==> src/rtl/sel_pkg.sv <==
package sel_pkg;

   // Per-line sensitivity, encoded as {falling_enable, rising_enable}
   typedef enum logic [1:0] {
      EDGE_OFF  = 2'b00,
      EDGE_RISE = 2'b01,
      EDGE_FALL = 2'b10,
      EDGE_ANY  = 2'b11
   } edge_mode_t;

   localparam int unsigned MAX_LINES = 32;

endpackage

==> src/rtl/sel_sync.sv <==
module sel_sync #(
   parameter int WIDTH  = 8,
   parameter int STAGES = 2
) (
   input  logic             clk,
   input  logic             rst_n,
   input  logic [WIDTH-1:0] d,
   output logic [WIDTH-1:0] q
);

   generate
      if (STAGES < 2) begin : g_bad_stages
         $error("sel_sync: STAGES must be at least 2");
      end
   endgenerate

   logic [WIDTH-1:0] chain [STAGES];

   generate
      for (genvar s = 0; s < STAGES; s++) begin : g_stage
         if (s == 0) begin : g_first
            always_ff @(posedge clk or negedge rst_n) begin
               if (!rst_n) chain[s] <= '0;
               else        chain[s] <= d;
            end
         end else begin : g_next
            always_ff @(posedge clk or negedge rst_n) begin
               if (!rst_n) chain[s] <= '0;
               else        chain[s] <= chain[s-1];
            end
         end
      end
   endgenerate

   assign q = chain[STAGES-1];

endmodule

==> src/rtl/sel_detect.sv <==
module sel_detect
   import sel_pkg::*;
#(
   parameter int LINES = 8,
   localparam int CFGW = 2 * LINES
) (
   input  logic             clk,
   input  logic             rst_n,
   input  logic [LINES-1:0] lvl,
   input  logic [CFGW-1:0]  cfg,
   output logic [LINES-1:0] hit
);

   logic [LINES-1:0] prev_q;

   always_ff @(posedge clk or negedge rst_n) begin
      if (!rst_n) prev_q <= '0;
      else        prev_q <= lvl;
   end

   generate
      for (genvar g = 0; g < LINES; g++) begin : g_line
         edge_mode_t mode;
         logic       rise, fall;

         assign mode = edge_mode_t'(cfg[2*g+1 -: 2]);
         assign rise = lvl[g] & ~prev_q[g];
         assign fall = ~lvl[g] & prev_q[g];

         always_comb begin
            unique case (mode)
               EDGE_RISE: hit[g] = rise;
               EDGE_FALL: hit[g] = fall;
               EDGE_ANY:  hit[g] = rise | fall;
               default:   hit[g] = 1'b0;
            endcase
         end


         line_gate_chk: assert property (@(posedge clk) disable iff (!rst_n)
            (mode == EDGE_OFF) |-> !hit[g]);
      end
   endgenerate


   quiet_line_chk: assert property (@(posedge clk) disable iff (!rst_n)
      (lvl == prev_q) |-> (hit == '0));

endmodule

==> src/rtl/sel_latch.sv <==
module sel_latch #(
   parameter int LINES = 8
) (
   input  logic             clk,
   input  logic             rst_n,
   input  logic [LINES-1:0] hit,
   input  logic             rd,
   output logic [LINES-1:0] sticky_q
);

   logic [LINES-1:0] keep;

   assign keep = rd ? '0 : sticky_q;

   always_ff @(posedge clk or negedge rst_n) begin
      if (!rst_n) sticky_q <= '0;
      else        sticky_q <= keep | hit;
   end


   sticky_hold_chk: assert property (@(posedge clk) disable iff (!rst_n)
      !rd |=> ((sticky_q & $past(sticky_q)) == $past(sticky_q)));


   read_clear_chk: assert property (@(posedge clk) disable iff (!rst_n)
      rd |=> ((sticky_q & $past(sticky_q) & ~$past(hit)) == '0));


   edge_kept_chk: assert property (@(posedge clk) disable iff (!rst_n)
      (hit != '0) |=> ((sticky_q & $past(hit)) == $past(hit)));

endmodule

==> src/rtl/sense_edge_latch.sv <==
module sense_edge_latch
   import sel_pkg::*;
#(
   parameter int LINES       = 8,
   parameter int SYNC_STAGES = 2,
   localparam int CFGW       = 2 * LINES,
   localparam int STATW      = 2 * LINES
) (
   input  logic             clk,
   input  logic             rst_n,
   input  logic             cfg_wr,
   input  logic [CFGW-1:0]  cfg_data,
   input  logic             evt_en,
   input  logic [LINES-1:0] sense_in,
   input  logic             stat_rd,
   output logic [STATW-1:0] stat_word,
   output logic             event_o
);

   generate
      if (LINES < 1 || LINES > MAX_LINES) begin : g_bad_lines
         $error("sense_edge_latch: LINES out of range");
      end
   endgenerate

   logic [CFGW-1:0]  cfg_q;
   logic [LINES-1:0] lvl;
   logic [LINES-1:0] hit;
   logic [LINES-1:0] sticky;

   always_ff @(posedge clk or negedge rst_n) begin
      if (!rst_n)      cfg_q <= '0;
      else if (cfg_wr) cfg_q <= cfg_data;
   end

   sel_sync #(.WIDTH(LINES), .STAGES(SYNC_STAGES)) u_sync (
      .clk   (clk),
      .rst_n (rst_n),
      .d     (sense_in),
      .q     (lvl)
   );

   sel_detect #(.LINES(LINES)) u_detect (
      .clk   (clk),
      .rst_n (rst_n),
      .lvl   (lvl),
      .cfg   (cfg_q),
      .hit   (hit)
   );

   sel_latch #(.LINES(LINES)) u_latch (
      .clk      (clk),
      .rst_n    (rst_n),
      .hit      (hit),
      .rd       (stat_rd),
      .sticky_q (sticky)
   );

   assign stat_word = {sticky, lvl};
   assign event_o   = evt_en & (|sticky);


   event_gate_chk: assert property (@(posedge clk) disable iff (!rst_n)
      !evt_en |-> !event_o);


   event_src_chk: assert property (@(posedge clk) disable iff (!rst_n)
      event_o |-> (stat_word[STATW-1:LINES] != '0));

endmodule

==> config.mk <==
export PLATFORM = sky130hd
export DESIGN_NAME = sense_edge_latch
export DESIGN_NICKNAME = d
export VERILOG_FILES = /design/src/rtl/sel_pkg.sv /design/src/rtl/sel_sync.sv /design/src/rtl/sel_detect.sv /design/src/rtl/sel_latch.sv /design/src/rtl/sense_edge_latch.sv
export SDC_FILE = /design/constraint.sdc
export NUM_CORES = 1
export LEC_CHECK = 0
export ABC_AREA = 1
export ABC_CLOCK_PERIOD_IN_PS = 1200
export BUFFER_PORTS_ARGS = -buffer_cell sky130_fd_sc_hd__clkbuf_2
export CAP_MARGIN = 10
export CORE_MARGIN = 8
export CORE_UTILIZATION = 42
export DETAILED_ROUTE_END_ITERATION = 16
export GPL_TIMING_DRIVEN = 0
export PLACE_DENSITY = 0.69
export SKIP_LAST_GASP = 1
export SLEW_MARGIN = 10
export SYNTH_ARGS = -nofsm -noshare
export SYNTH_HDL_FRONTEND = slang
export SYNTH_SLANG_ARGS = --single-unit
==> constraint.sdc <==
create_clock -name clk -period 1.2 [get_ports clk]
set_input_delay 0.18 -clock clk [delete_from_list [all_inputs] [get_ports clk]]
set_output_delay 0.18 -clock clk [all_outputs]
set_load 0.01 [all_outputs]
; ---- Word-level counts from Yosys, hierarchy flattened
; Index checks and enable logic that the tools add are counted.
[totals]
register_bits = 48
word_cells = 81
in_bits = 29
[classes]
n_bitwise = 42
reduce_logical = 1
n_mux = 9
eq_ne = 24
[ops]
columns = cell, n
row1 = $eq A2 B2 Y1 const B, 16
row2 = $pmux W1 S3, 8
row3 = $and A1 B1 Y1, 17
row4 = $eq A2 B1 Y1 const B, 8
row5 = $not A1 Y1, 16
row6 = $mux W8, 1
row7 = $or A1 B1 Y1, 8
row8 = $or A8 B8 Y8, 1
row9 = $reduce_or A8 Y1, 1

; ---- Longest topological paths before layout
; Gate-level depths: netlist (run 1).
[logic_depth]
ltp_word = 5
mapped_depth = 6

; ---- Modules after synthesis
; From an unflattened synthesis (run 1), not the netlist that was laid out.
[unflattened]
hier_cells = 229
hier_area_um2 = 2148.3
[modules_own_cells]
columns = module, seq_area_each_um2, n_inst, cells_per_inst, area_each_um2
row1 = sel_detect, 200.2, 1, 96, 710.7
row2 = sense_edge_latch, 400.4, 1, 76, 683.2
row3 = sel_sync, 400.4, 1, 24, 460.4
row4 = sel_latch, 200.2, 1, 33, 294.0

; ---- Worst setup path after synthesis (run 1)
; OpenSTA, ideal clock, no wires.
[synth_timing]
kind = register to register
startpoint = reg u_sync.chain (netlist bit u_sync.q[2])
endpoint = reg u_latch.sticky_q[2]
setup_slack_ns = 0.250
arrival_ns = 0.826
stages_incl_launch_ff = 6
period_less_slack_ns = 0.950
setup_time_ns = 0.124
cell_sequence = dfrtp_1 -> inv_1 -> ha_1 -> nand2_1 -> nand3_1 -> nand3_1
[synth_between]
elab_chain_len = 5
word_cells_on_any_way = 6
cone_classes = mux: 1 / bitwise: 5
[synth_lines]
columns = item, line_no
row1 = from (decl), sel_sync.sv:17  ; logic [WIDTH-1:0] chain [STAGES];
row2 = "from (signal, indexed assignment)", sel_sync.sv:29  ; else chain[s] <= chain[s-1];
row3 = $not A1 Y1, sel_detect.sv:28  ; assign fall = ~lvl[g] & prev_q[g];
row4 = $and A1 B1 Y1, sel_detect.sv:28
row5 = $or A1 B1 Y1, sel_detect.sv:34  ; EDGE_ANY: hit[g] = rise | fall;
row6 = $pmux W1 S3 (*), sel_detect.sv:31  ; unique case (mode)
row7 = $or A8 B8 Y8 (*), sel_latch.sv:17  ; else sticky_q <= keep | hit;
row8 = to (signal assigned), sel_latch.sv:17
row9 = to (decl), sel_latch.sv:8  ; output logic [LINES-1:0] sticky_q
; Mark *: on every way between the ends. The rest lies on a longest branch, timed or not.
; A chain may end at the register's enable or synchronous reset.

; ---- Worst setup path after layout (run 1)
[layout_timing]
startpoint = reg u_latch.sticky_q[3]
endpoint = out event_o
[layout_between]
elab_chain_len = 2
[layout_lines]
columns = item, line_no
row1 = $reduce_or A8 Y1, sense_edge_latch.sv:60  ; assign event_o = evt_en & (|sticky);
row2 = $and A1 B1 Y1, sense_edge_latch.sv:60
row3 = to (decl), sense_edge_latch.sv:17  ; output logic event_o
; No other way between the ends.

==> reports/results.ini, run 1 <==
[finish]
drive_gt1_share_pct=27.04
nets=314
fin_cells=337
area_delta_synth_final_pct=25.11
nFillCells=434
diodes=0
final_core_util_pct=54.25

[worst_setup_path]
path_max_fanout=3
crit_top_cell=nor2_1
startpoint_type=register
r2r_setup_slack_ns=0.16
crit_chain=nor2_1, nand2_1, nor2_2, nor2_1, clkbuf_2
critPathCaptureType=output port
worstPathRequired_ns=1.02
cpPeakStageDelay_ns=0.41
cpLargestDelayFamily=flip-flops
critPathKind=register to output port
cp_slowest_cell=dfrtp_1
arrival_ns=1.16
path_buf_inv=1

[sta]
fin_crit_ns=1.339
worst_slew_pin_slew_ns=1.038
fmax_mhz=746.6
slew-limit-headroom_pct=30.81
fin_skew_ns=0.003666
fin_crit_sh_pct=111.6
rsz0062_at_grt=yes
setup_viol=1
finalWorstSetupSlack_ns=-0.1394
slew_violations=0
finalHoldViolCount=0

[die]
core_sq_mm=0.004723
start_util_pct=43.36
die_w_microns=85.84
rows=25
dieHeight_microns=85.84
ioPinCount=46
dieArea_sq_mm=0.007368

[placement]
gp_congestion=0.7522
dpl.cell_count=317
port_buffers=45
hpwl_microns=2852

[global_route]
grt_usage_pct=11.76
grt_overflow_total=0
grt_antenna_before_repair=0
grt_pass1_wl_microns=6803
grt_pass1_vias=1476
grt_max_degree=49

[clocking]
clock_sinks=48
ctsLongestPathBuffers=2
cts_tree=done
insertion_delay_ns=0.29
cts_buffers=5
cts-root-buf=clkbuf_8
cts_htree_levels=2
clkSlewWorstSetupHoldPaths_ns=0.08

[synth]
ys_warn_count=0
synth_cell_types=10
synth_nets=250
netlist_instances=205
syn_area_sq_mm=0.002048
yosysSeqAreaShare_pct=58.64
ys_ff_latch=48
synth_area_per_cell_sq_um=9.991

[pwr]
p_clk_share_pct=29.0
p_per_area_mw_per_mm2=1291
p_sw_uw=858.7
p_int_uw=2450
pwr-share-comb_pct=15.2
p_leak_uw=0.001417
swShare_pct=25.96
power_frac_seq_pct=55.8
ir_drop_mv=0.7379

[detailed_routing]
firstDrtPassIters=4
vias=1451
wire_per_inst_microns=11.55
postRouteAntennaNets=0
wirelength_microns=3894
via_per_inst=4.306
post-route-drc-count=0
first_iter_violations=60

[worst_hold_path]
hold_path_class=primary input to asynchronous set/reset pin

[status]
status=finished with violations
violations=setup timing

[run]
maxCapViolCount=0

## synth_stat cells
master / n / area (sq um)
buf_4: 8 / 60.06
buf_6: 3 / 33.78
dfrtp_1: 48 / 1201
ha_1: 16 / 200.2
inv_1: 42 / 157.7
nand2_1: 42 / 157.7
nand3_1: 24 / 120.1
nor2_1: 6 / 22.52
o21ai_0: 12 / 60.06
o21ai_2: 4 / 35.03
## logic make-up (layout without fill, tap and decap cells)
group           Yosys count  in the layout  share of synthesized area, %
simple gates             72             72                         14.66
flops                    48             48                         58.64
buf+inv                  53            118                         12.28
fa+ha+maj                16             16                         9.774
compound gates           16             16                         4.643
## area by class of cell
type	instances	area [sq um]	share of cell area [%]
timing repair buffer	59	350.3	13.67
sequential	48	1201	46.87
inverter	42	157.7	6.152
multi-input combinational	104	598.1	23.34
clock buffer	6	82.58	3.223
clock inverter	2	10.01	0.3906
tap	67	83.83	3.271
buffer	9	78.83	3.076
## stage by stage
step	hold WS, ns	setup TNS (ns)	area, sq um	total power [uW]	setup slack (ns)
floorplan	-0.1156	0	2048	2113	0.2498
global placement	0.2883	-1.372	2357	2317	-0.03103
detailed placement	0.2900	-1.315	2357	2336	-0.02934
CTS	0.08205	-0.1675	2552	3359	-0.1675
global route	0.07946	-0.2127	2562	3516	-0.2031
finish	0.06580	-0.1394	2562	3308	-0.1394
## per-layer routing
metal,GRT usage [%],vias up,part of all wire (%)
met5,0,-,0
met1,14.06,675,45
met4,3.822,0,1.2
met2,19.25,27,49
li1,-,743,-
met3,4.107,6,5.0
## worst paths after layout
path	from	end	depth (start not counted)
max in group asynchronous	rst_n	u_detect.prev_q[5]$_DFF_PN0_	1
setup / recovery	u_latch.sticky_q[3]$_DFF_PN0_	event_o	5
hold / removal	rst_n	u_detect.prev_q[2]$_DFF_PN0_	1
hold reg to reg	u_sync.chain[8]$_DFF_PN0_	u_sync.q[0]$_DFF_PN0_	0
min in group clk	cfg_data[10]	cfg_q[10]$_DFFE_PN0P_	3
setup reg to reg	u_sync.q[2]$_DFF_PN0_	u_latch.sticky_q[2]$_DFF_PN0_	5
## registers in the layout (all words and copies together), names as in the netlist
signal / cells
cfg_q: 16
u_detect.prev_q: 8
u_latch.sticky_q: 8
u_sync.chain: 8
u_sync.q: 8
## cell usage in the layout, fill, tap and decap left out
cell type,netlist,final
buf_2,0,3
buf_4,8,12
buf_6,3,3
clkbuf_2,0,42
clkbuf_8,0,6
clkinv_2,0,2
dfrtp_1,48,48
dlygate4sd3_1,0,8
ha_1,16,16
inv_1,42,42
nand2_1,42,42
nand3_1,24,24
nor2_1,6,5
nor2_2,0,1
o21ai_0,12,12
o21ai_2,4,4
## power groups by stage
stage	logic [uW]	clock network (uW)	registers [uW]
after floorplan	232	0	1880
after global placement	441	0	1880
after detailed placement	452	0	1880
after CTS	506	1010	1850
after global routing	583	1070	1860
final	501	961	1850
## repair_timing
action,in CTS,in global routing
endpoints found under the hold margin,8,0
hold buffers,8,0
resized for setup,0,3
setup buffers,3,3
pin swaps,0,2
endpoints found under the setup margin,1,5
(Power assumes the default switching activity.)
==> run 2: changes to the inputs <==
- GPL_ROUTABILITY_DRIVEN: not set -> 0
- SKIP_LAST_GASP: 1 -> not set
==> reports/results.ini, run 2 (synthesis gave the netlist of run 1 again) <==
[clocking]
cts_htree_levels=2  ; unchanged
clock_sinks=48  ; unchanged
cts_tree=done
insertion_delay_ns=0.29  ; about the same
cts-root-buf=clkbuf_8
cts_buffers=5  ; unchanged
ctsLongestPathBuffers=2  ; unchanged
clkSlewWorstSetupHoldPaths_ns=0.08  ; about the same

[finish]
final_common_cell=dfrtp_1
top_register=cfg_q
drive_gt1_share_pct=27.04  ; unchanged
final_cell_mix=dfrtp_1, inv_1, nand2_1, clkbuf_2, nand3_1
nets=314  ; unchanged
area_delta_synth_final_pct=25.11  ; unchanged
largest_reg_flops=16  ; unchanged
diodes=0  ; unchanged
final_core_util_pct=54.25  ; unchanged

[pwr]
finalPower_uw=3308  ; unchanged
ir_drop_mv=0.7379  ; unchanged
p_leak_uw=0.001417  ; unchanged
p_per_area_mw_per_mm2=1291  ; unchanged

[detailed_routing]
postRouteAntennaNets=0  ; unchanged
vias=1451  ; unchanged
wirelength_microns=3894  ; unchanged
first_iter_violations=60  ; unchanged
firstDrtPassIters=4  ; unchanged
via_per_inst=4.306  ; unchanged
post-route-drc-count=0  ; unchanged
wire_per_inst_microns=11.55  ; unchanged

[sta]
finalWorstSetupSlack_ns=-0.1394  ; unchanged
fin_skew_ns=0.003666  ; unchanged
finalHoldViolCount=0  ; unchanged
fmax_mhz=746.6  ; unchanged
fin_crit_ns=1.339  ; unchanged
worst_slew_pin_slew_ns=1.038  ; unchanged
fin_crit_sh_pct=111.6  ; unchanged
slew_violations=0  ; unchanged
setup_viol=1  ; unchanged
slew-limit-headroom_pct=30.81  ; unchanged
fin_hold_ws_ns=0.06580  ; unchanged
rsz0062_at_grt=yes

[worst_setup_path]
critPathCaptureType=output port
critPathKind=register to output port
path_max_fanout=3  ; unchanged
arrival_ns=1.16  ; about the same
startpoint_type=register
worstPathRequired_ns=1.02  ; about the same

[placement]
pre_cts_ws_ns=-0.02934  ; unchanged
port_buffers=45  ; unchanged
hpwl_microns=2852  ; unchanged

[die]
core_sq_mm=0.004723  ; unchanged
start_util_pct=43.36  ; unchanged
die_w_microns=85.84  ; unchanged
rows=25  ; unchanged
dieArea_sq_mm=0.007368  ; unchanged
dieHeight_microns=85.84  ; unchanged
ioPinCount=46  ; unchanged

[global_route]
grt_pass1_wl_microns=6803  ; unchanged
grt_overflow_total=0  ; unchanged
grt_usage_pct=11.76  ; unchanged
grt_pass1_vias=1476  ; unchanged
grt_antenna_before_repair=0  ; unchanged
grt_max_degree=49  ; unchanged

[worst_hold_path]
hold_path_class=primary input to asynchronous set/reset pin

[status]
violations=setup timing
status=finished with violations

[run]
maxCapViolCount=0  ; unchanged

-- run 2: final timing paths --
path                                                from                       endpoint  depth (start not counted)  slack (ns)
max in group asynchronous                          rst_n   u_detect.prev_q[5]$_DFF_PN0_                          1        0.50
max                        u_latch.sticky_q[3]$_DFF_PN0_                        event_o                          5       -0.14
min in group clk                            cfg_data[10]          cfg_q[10]$_DFFE_PN0P_                          3        0.09
min reg2reg                    u_sync.chain[8]$_DFF_PN0_          u_sync.q[0]$_DFF_PN0_                          0        0.35
min                                                rst_n   u_detect.prev_q[2]$_DFF_PN0_                          1        0.07
max reg2reg                        u_sync.q[2]$_DFF_PN0_  u_latch.sticky_q[2]$_DFF_PN0_                          5        0.16
-- run 2: timing repair --
action                                  CTS  global route
pin swaps                                 0             2
hold endpoints to repair                  8             0
resized for setup                         0             3
hold buffers                              8             0
buffers inserted                          3             3
endpoints found under the setup margin    1             5
-- run 2: area by class of cell --
type                    instances  area (sq um)
fillers                       434          2161
inverters                      42         157.7
clock buffers                   6         82.58
flip-flops and latches         48          1201
multi-input cells             104         598.1
repair buffers                 59         350.3
clock inverters                 2         10.01
plain buffers                   9         78.83
well taps                      67         83.83
-- run 2: power by group --
group          leakage, uW  internal, uW  switching, uW  total, uW
sequential        0.000572          1750           93.9       1850
combinational     0.000794           237            264        501
clock            0.0000510           460            501        961
total              0.00142          2450            859       3310
-- run 2: per-layer routing --
metal	GRT usage [%]	vias up	part of all wire, %
met1	14.06	675	45
met5	0	-	0
met3	4.107	6	5.0
met4	3.822	0	1.2
li1	-	743	-
met2	19.25	27	49
-- run 2: stage by stage --
stage / setup TNS, ns / cells / area (sq um)
final: -0.1394 / 337 / 2562
after global routing: -0.2127 / 337 / 2562
after CTS: -0.1675 / 336 / 2552
after detailed placement: -1.315 / 317 / 2357
after global placement: -1.372 / 317 / 2357
after floorplan: 0 / 205 / 2048
-- run 2: critical path, stage by stage (launching register included) --
cell and delay [ns]:
dfrtp_1 0.41, nor2_1 0.11, nand2_1 0.07, nor2_2 0.12, nor2_1 0.04, clkbuf_2 0.12
==> run 3: changes to the inputs <==
- SETUP_SLACK_MARGIN: not set -> 0.15
==> reports/results.ini, run 3 (synthesis gave the netlist of run 1 again) <==
[status]
status=finished with violations
violations=setup timing

[clocking]
ctsLongestPathBuffers=2  ; unchanged
insertion_delay_ns=0.29  ; about the same
clkSlewWorstSetupHoldPaths_ns=0.08  ; about the same
cts_buffers=5  ; unchanged
cts-root-buf=clkbuf_8
clock_sinks=48  ; unchanged
cts_tree=done
cts_htree_levels=2  ; unchanged

[detailed_routing]
wire_per_inst_microns=12.09  ; +4.6%
vias=1516  ; +4.5%
first_iter_violations=52  ; -13%
postRouteAntennaNets=0  ; unchanged
firstDrtPassIters=4  ; unchanged
via_per_inst=4.382  ; +1.8%
wirelength_microns=4183  ; +7.4%
post-route-drc-count=0  ; unchanged

[sta]
setup_viol=2  ; +1
fmax_mhz=748.4  ; +0.24%
fin_crit_sh_pct=111.4  ; -0.27 points
worst_slew_pin_slew_ns=1.037  ; -0.0008853 ns
slew_violations=0  ; unchanged
rsz0062_at_grt=yes
finalHoldViolCount=0  ; unchanged
slew-limit-headroom_pct=30.87  ; +0.059 points
finalWorstSetupSlack_ns=-0.1362  ; +0.003183 ns
fin_crit_ns=1.336  ; -0.003183 ns
fin_skew_ns=0.005685  ; +0.002019 ns

[worst_setup_path]
critPathKind=register to output port
cp_slowest_cell=dfrtp_1
cpLargestDelayFamily=flip-flops
r2r_end=u_latch.sticky_q[1]$_DFF_PN0_
r2r_start=u_sync.q[1]$_DFF_PN0_
arrival_ns=1.16  ; about the same
rr_worst_depth=6  ; +1
worstPathRequired_ns=1.02  ; about the same
path_buf_inv=1  ; unchanged
startpoint_type=register
path_max_fanout=3  ; unchanged
crit_chain=nor2_1, nand2_1, nor2_2, nor2_1, clkbuf_2
crit_top_cell=nor2_1
r2r_setup_slack_ns=0.13  ; -0.03 ns
cpPeakStageDelay_ns=0.41  ; about the same
critPathCaptureType=output port

[die]
dieHeight_microns=85.84  ; unchanged
die_w_microns=85.84  ; unchanged
core_sq_mm=0.004723  ; unchanged
rows=25  ; unchanged
ioPinCount=46  ; unchanged
dieArea_sq_mm=0.007368  ; unchanged
start_util_pct=43.36  ; unchanged

[finish]
top_register=cfg_q
diodes=0  ; unchanged
area_delta_synth_final_pct=41.17
nets=323  ; +2.9%
largest_reg_flops=16  ; unchanged
final_core_util_pct=61.22  ; +7.0 points
final_cell_mix=dfrtp_1, inv_1, nand2_1, buf_6, clkbuf_2
drive_gt1_share_pct=37.63  ; +11 points
final_common_cell=dfrtp_1

[global_route]
grt_antenna_before_repair=0  ; unchanged
grt_pass1_wl_microns=7155  ; +5.2%
grt_usage_pct=12.33  ; +0.57 points
grt_overflow_total=0  ; unchanged
grt_max_degree=49  ; unchanged
grt_pass1_vias=1568  ; +6.2%

[run]
maxCapViolCount=0  ; unchanged

[pwr]
p_per_area_mw_per_mm2=1211  ; -6.2%
p_leak_uw=0.001532  ; +8.2%
ir_drop_mv=0.7508  ; +1.7%

[placement]
hpwl_microns=2852  ; unchanged
port_buffers=45  ; unchanged
pre_cts_ws_ns=-0.02934  ; unchanged

[worst_hold_path]
hold_path_class=primary input to asynchronous set/reset pin

run 3: cell count changes in the layout (fill, tap and decap cells not counted), moves of 6 or more:
cell and delta:
nand3_2 +11, buf_6 +25, nand3_1 -11, clkbuf_2 -14
buf_4 -6
run 3: worst register-to-register path: stages, from the launching register on:
cell and delay [ns]:
dfrtp_1 0.41, buf_6 0.13, inv_4 0.03, ha_4 0.24
nand2_2 0.04, nand3_2 0.06, nand3_2 0.05
run 3: area by class of cell:
type / count / area, sq um
Buffer: 11 / 123.9
Clock buffer: 6 / 82.58
Clock inverter: 2 / 10.01
Fill cell: 402 / 1832
Inverter: 42 / 165.2
Multi-Input combinational cell: 104 / 713.2
Sequential cell: 48 / 1201
Tap cell: 67 / 83.83
Timing Repair Buffer: 66 / 511.7
run 3: repair_timing:
action,CTS,global route
pin swaps,8,17
setup buffers,11,2
hold buffers,8,0
gates resized for setup,42,28
endpoints found under the setup margin,11,25
endpoints found under the hold margin,8,0
run 3: power breakdown:
part	internal (uW)	switching, uW
clock network	460	509
logic	364	312
registers	1750	105
run 3: routing by layer:
layer	vias to the layer above	share of wire [%]	track usage, %
li1	764	-	-
met1	715	43	14.59
met2	31	50	20.31
met3	6	5.5	4.394
met4	0	1.1	3.981
met5	-	0	0
run 3: worst max-delay path by stage:
stage	startpoint	end	slack, ns	cells after the start
after CTS	u_latch.sticky_q[1]$_DFF_PN0_	event_o	-0.17	5
final	u_latch.sticky_q[4]$_DFF_PN0_	event_o	-0.14	5
after global placement	rst_n	u_detect.prev_q[4]$_DFF_PN0_	-0.03	1
after global routing	u_latch.sticky_q[5]$_DFF_PN0_	event_o	-0.20	5
after detailed placement	rst_n	u_latch.sticky_q[4]$_DFF_PN0_	-0.03	1
after floorplan	u_sync.q[2]$_DFF_PN0_	u_latch.sticky_q[2]$_DFF_PN0_	0.25	5
run 3: stage by stage:
stage          TNS, ns  instance area [sq um]  std cells  power (uW)  hold WS (ns)
3_5_place_dp    -1.315                   2357        317        2336        0.2900
3_3_place_gp    -1.372                   2357        317        2317        0.2883
6_report       -0.1635                   2892        346        3503       0.06077
2_1_floorplan        0                   2048        205        2113       -0.1156
4_1_cts        -0.1675                   2784        344        3462       0.08205
5_1_grt        -0.2578                   2892        346        3702       0.07966
